`src/rtl/kcs_irq_pkg.sv`:
```
package kcs_irq_pkg;

    localparam int SRC_CNT = 2;
    localparam int SRC_OBF = 0;
    localparam int SRC_ATN = 1;

    typedef struct packed {
        logic flag;
    } src_state_t;

    typedef struct packed {
        logic bit_val;
    } atn_state_t;

    typedef struct packed {
        logic line;
    } merge_state_t;

endpackage

```
`src/rtl/kcs_irq_src.sv`:
```
module kcs_irq_src
    import kcs_irq_pkg::*;
(
    input  logic clk,
    input  logic rst_n,
    input  logic set_evt,
    input  logic gate,
    input  logic clr_evt,
    output logic flag_o
);
    src_state_t st_d, st_q;

    always_comb begin
        st_d = st_q;
        if (set_evt && gate) begin
            st_d.flag = 1'b1;
        end else if (clr_evt) begin
            st_d.flag = 1'b0;
        end
    end

    always_ff @(posedge clk) begin
        if (!rst_n) st_q <= '0;
        else        st_q <= st_d;
    end

    assign flag_o = st_q.flag;


    src_gate_chk: assert property (@(posedge clk) disable iff (!rst_n)
        (!flag_o && !(set_evt && gate)) |=> !flag_o);


    src_clear_chk: assert property (@(posedge clk) disable iff (!rst_n)
        (clr_evt && !(set_evt && gate)) |=> !flag_o);


    src_set_wins_chk: assert property (@(posedge clk) disable iff (!rst_n)
        (set_evt && gate && clr_evt) |=> flag_o);


    src_hold_chk: assert property (@(posedge clk) disable iff (!rst_n)
        (flag_o && !clr_evt) |=> flag_o);
endmodule

```
`src/rtl/kcs_irq_atn_status.sv`:
```
module kcs_irq_atn_status
    import kcs_irq_pkg::*;
(
    input  logic clk,
    input  logic rst_n,
    input  logic set_req,
    input  logic clr_req,
    output logic bit_o
);
    atn_state_t st_d, st_q;

    always_comb begin
        st_d = st_q;
        if (clr_req)      st_d.bit_val = 1'b0;
        else if (set_req) st_d.bit_val = 1'b1;
    end

    always_ff @(posedge clk) begin
        if (!rst_n) st_q <= '0;
        else        st_q <= st_d;
    end

    assign bit_o = st_q.bit_val;


    atn_clear_wins_chk: assert property (@(posedge clk) disable iff (!rst_n)
        clr_req |=> !bit_o);


    atn_set_chk: assert property (@(posedge clk) disable iff (!rst_n)
        (set_req && !clr_req) |=> bit_o);
endmodule

```
`src/rtl/kcs_irq_merge.sv`:
```
module kcs_irq_merge
    import kcs_irq_pkg::*;
#(
    parameter int N = SRC_CNT
) (
    input  logic         clk,
    input  logic         rst_n,
    input  logic [N-1:0] src_flags,
    output logic         line_o
);
    merge_state_t st_d, st_q;

    always_comb begin
        st_d = st_q;
        st_d.line = |src_flags;
    end

    always_ff @(posedge clk) begin
        if (!rst_n) st_q <= '0;
        else        st_q <= st_d;
    end

    assign line_o = st_q.line;


    line_high_chk: assert property (@(posedge clk) disable iff (!rst_n)
        (|src_flags) |=> line_o);


    line_low_chk: assert property (@(posedge clk) disable iff (!rst_n)
        (src_flags == '0) |=> !line_o);
endmodule

```
`src/rtl/kcs_irq_ctrl.sv`:
```
module kcs_irq_ctrl
    import kcs_irq_pkg::*;
(
    input  logic clk,
    input  logic rst_n,
    input  logic irq_used,
    input  logic irq_enable,
    input  logic obf_set,
    input  logic atn_set_req,
    input  logic atn_irq_req,
    input  logic atn_clr_req,
    input  logic host_data_rd,
    input  logic host_status_rd,
    output logic host_irq,
    output logic status_atn
);
    logic               gate;
    logic [SRC_CNT-1:0] src_set;
    logic [SRC_CNT-1:0] src_clr;
    logic [SRC_CNT-1:0] src_flag;

    always_comb begin
        gate             = irq_used && irq_enable;
        src_set          = '0;
        src_clr          = '0;
        src_set[SRC_OBF] = obf_set;
        src_clr[SRC_OBF] = host_data_rd;
        src_set[SRC_ATN] = atn_set_req && atn_irq_req && !atn_clr_req;
        src_clr[SRC_ATN] = atn_clr_req || host_status_rd;
    end

    for (genvar i = 0; i < SRC_CNT; i++) begin : g_src
        kcs_irq_src u_src (
            .clk     (clk),
            .rst_n   (rst_n),
            .set_evt (src_set[i]),
            .gate    (gate),
            .clr_evt (src_clr[i]),
            .flag_o  (src_flag[i])
        );
    end

    kcs_irq_atn_status u_atn (
        .clk     (clk),
        .rst_n   (rst_n),
        .set_req (atn_set_req),
        .clr_req (atn_clr_req),
        .bit_o   (status_atn)
    );

    kcs_irq_merge #(.N(SRC_CNT)) u_merge (
        .clk       (clk),
        .rst_n     (rst_n),
        .src_flags (src_flag),
        .line_o    (host_irq)
    );


    atn_flag_gated_chk: assert property (@(posedge clk) disable iff (!rst_n)
        $rose(src_flag[SRC_ATN]) |->
            $past(atn_set_req && atn_irq_req && irq_used && irq_enable && !atn_clr_req));


    obf_flag_gated_chk: assert property (@(posedge clk) disable iff (!rst_n)
        $rose(src_flag[SRC_OBF]) |-> $past(obf_set && irq_used && irq_enable));


    atn_clr_drops_chk: assert property (@(posedge clk) disable iff (!rst_n)
        atn_clr_req |=> !src_flag[SRC_ATN]);
endmodule

```
`config.mk`:
```
export PLATFORM = sky130hd
export DESIGN_NAME = kcs_irq_ctrl
export DESIGN_NICKNAME = d
export VERILOG_FILES = /design/src/rtl/kcs_irq_pkg.sv /design/src/rtl/kcs_irq_src.sv /design/src/rtl/kcs_irq_atn_status.sv /design/src/rtl/kcs_irq_merge.sv /design/src/rtl/kcs_irq_ctrl.sv
export SDC_FILE = /design/constraint.sdc
export NUM_CORES = 1
export LEC_CHECK = 0
export CAP_MARGIN = 5
export CELL_PAD_IN_SITES_DETAIL_PLACEMENT = 1
export CELL_PAD_IN_SITES_GLOBAL_PLACEMENT = 1
export CORE_AREA = 2 2 39 41
export CTS_BUF_LIST = sky130_fd_sc_hd__clkbuf_8
export CTS_CLUSTER_DIAMETER = 120
export DETAILED_ROUTE_END_ITERATION = 16
export DIE_AREA = 0 0 41 43
export DONT_BUFFER_PORTS = 1
export GPL_ROUTABILITY_DRIVEN = 0
export PLACE_DENSITY = 0.4
export SYNTH_ARGS = -nofsm -noshare
export SYNTH_HDL_FRONTEND = slang
export SYNTH_SLANG_ARGS = --single-unit
```
`constraint.sdc`:
```
create_clock -name clk -period 0.8 [get_ports clk]
set_clock_uncertainty 0.1 [all_clocks]
set_input_delay 0.16 -clock clk [delete_from_list [all_inputs] [get_ports clk]]
set_output_delay 0.16 -clock clk [all_outputs]
set_load 0.05 [all_outputs]
```
==> Implementation_results.wiki <==
{| class="wikitable"
! Metric !! Value
|-
| Number of antenna violations at the first check in global routing || 0
|-
| Number of buffers added by the clock tree synthesis step || 3
|-
| Combinational Power Share || under 10%
|-
| Critical-path top delay cell || dfxtp_2
|-
| Post-CTS Hold Fix Bufs || 1
|-
| Reg power frac || ~33%
|-
| Clock Sink Count || 4
|-
| Sum of overflow across all layers after global routing || 0
|-
| ANT cells || 0
|-
| Summed instance area of the synthesized netlist || 137.6 µm²
|-
| Most frequent cells in the layout || nand2b_1, clkbuf_8, nor2_1, dfxtp_1
|-
| Number of nets in the layout || 31
|-
| Clock slew seen by the registers of the worst setup and hold paths || about 30 ps
|-
| Clock tree root buffer cell || clkbuf_8
|-
| Endpoint required time on the critical path || 540 ps
|-
| Total negative setup slack || -240.7 ps
|-
| Highest cell delay on the worst timing path || 340 ps
|-
| Minimum clock period || about 950 ps
|-
| Clock Tree Buf Depth || 2
|-
| Ports placed on the boundary || 12
|-
| Max-slew violations || 0
|-
| TritonCTS clock tree || done
|-
| Max-cap violation count || 0
|-
| Transition at the pin with the smallest max-transition slack || roughly 150 ps
|-
| Ratio of cells with drive above 1 in the final layout || 31.58%
|-
| Count of vias placed by the detailed router || approximately 130
|-
| FF+latch count, synth || 4
|-
| Setup violators final || 2
|-
| Proportion of netlist area held by the largest area contributor || 58.18%
|-
| Internal portion of total power || approximately 0.55 mW
|-
| Initial core utilization || 9.946%
|-
| Port Buf Inserts || 0
|-
| Category of cells accounting for the largest share of critical-path delay || flip-flops
|-
| Top post-synthesis cells by area || dfxtp_1, nand2b_1, a21boi_1
|-
| Detailed-route wire length || about 360 µm
|-
| Clock network power share || between 60% and 70%
|-
| Global-route wire length before repair || about 570 µm
|-
| Period Utilization, post-route || 118.5%
|-
| Max transition margin || about nine tenths
|-
| Sequential element share of the synthesized area || just under 60%
|-
| Final hold violations || 1
|-
| Syn-to-layout area delta || 71.82%
|-
| Arrival time at the worst endpoint || approximately 700 ps
|-
| Result of the run || finished with violations
|-
| Htree depth || 1
|-
| Leak pwr || about 0.093 nW
|-
| Wirelength per Cell || between 10 and 15 µm
|-
| Max Clock Freq || 1055 MHz
|-
| Setup repair after global routing missed its margin || true
|-
| Count of unique library cells instantiated by Yosys || 8
|-
| Worst vdd ir || 1.078 mV
|-
| Per-cell via count in the routed design || between 3 and 4
|-
| Power per cell area || between 2000 and 3000 nW/µm²
|-
| Number of nets still failing antenna checks after routing || 0
|-
| Largest net degree at the start of global routing || 4
|-
| Synthesized netlist cell count || 14
|-
| # rows || 14
|-
| Yosys warning total || 0
|-
| Worst Path Buf+Inv || 1
|-
| Violated checks || negative hold slack, negative setup slack
|-
| Residual DRC count || 0
|-
| Switching power as a share of total power || around 17%
|-
| Chip height || around 43 µm
|-
| Via count of the first global-routing pass || 154
|-
| Total die area || 1763 µm²
|-
| Type of origin of the critical path || register
|-
| GR Util All Layers || about 5.5%
|-
| Core region area || roughly 1400 µm²
|-
| Die Width || roughly 41 µm
|-
| Worst hold slack after final layout || -5.957 ps
|-
| Class of the most critical hold timing path || in -> reg
|-
| Critical Path Sink Type || output port
|-
| Count of TritonRoute iterations in the first routing pass || 1
|-
| Clock insertion delay at the later pin of the skew report || between 200 and 250 ps
|-
| Series of cell instances along the critical path || buf_12
|-
| Post-synthesis area per instance || ~10 µm²
|-
| Path type of the worst setup path || reg -> out
|-
| Highest net fanout along the worst path || 2
|-
| Synthesized netlist net count || 24
|-
| Cell taking the most area after synthesis || dfxtp_1
|-
| Switching pwr || ~0.11 mW
|-
| Final worst setup slack || -147.7 ps
|-
| Drt first-iter violations || 0
|-
| Number of buffers inserted to repair setup after CTS || 0
|}
[synth_stat cells (all sizes together)]
cell and n:
a21boi 1, nand3 1, dfxtp 4, nor2 2, nand4 1, nand2b 3, o21a 1, a21oi 1
[final timing paths]
check / end / start / slack, ps / depth (start not counted)
max: status_atn / u_atn.bit_o / -150 / 1
min: u_atn.bit_o / atn_set_req / -6 / 2
max reg2reg: u_atn.bit_o / u_atn.bit_o / 110 / 2
min reg2reg: u_merge.line_o / g_src[0].u_src.flag_o / 350 / 1
[metal layers]
| metal | up-vias | GRT usage, % | wire length [µm] |
|---|---|---|---|
| li1 | 58 | - | - |
| met1 | 52 | 6.774 | 164 |
| met2 | 15 | 5.625 | 127 |
| met3 | 0 | 6.806 | 71 |
| met4 | 0 | 2.000 | 0 |
| met5 | - | 0 | 0 |
[registers in the layout, summed over array words and instances (netlist names)]
register,count
u_atn.bit_o,1
u_merge.line_o,1
g_src.u_src.flag_o,2
[repair_timing]
action                                  CTS  global route
endpoints found under the setup margin    2             3
resized for setup                         1             1
endpoints found under the hold margin     2             1
pin swaps                                 0             0
[metrics by stage]
stage	setup WS (ps)	instance area, µm²	utilization [%]	total power, mW	cells
2_1_floorplan	16.55	140.1	-	0.2384	14
3_3_place_gp	74.66	180.2	13.02	0.2508	31
3_5_place_dp	72.55	180.2	13.02	0.2524	31
4_1_cts	-155.5	234.0	16.91	0.6746	35
5_1_grt	-170.4	236.5	17.09	0.6988	35
6_report	-147.7	236.5	17.09	0.6594	35
[logic make-up (layout without fill, tap and decap cells)]
logic type / count (synthesis) / count (layout) / synth area share (%)
buf+inv: 0 / 5 / 0
simple gates: 7 / 7 / 27.28
compound gates: 3 / 3 / 14.55
flops: 4 / 4 / 58.18
[power by group through the flow]
stage	Sequential [mW]	Combinational [mW]	Clock, mW
2_1_floorplan	0.227	0.0114	0
3_3_place_gp	0.220	0.0305	0
3_5_place_dp	0.221	0.0317	0
4_1_cts	0.216	0.0360	0.423
5_1_grt	0.216	0.0391	0.443
6_report	0.215	0.0365	0.407
[area by class of cell]
class	instances	area, µm²
fill	162	1147
multi-input combinational	10	57.56
sequential	4	85.08
timing repair buffer	2	32.53
clock buffer	3	41.29
tap	16	20.02
Note: power is estimated with default switching activity, not from simulation.
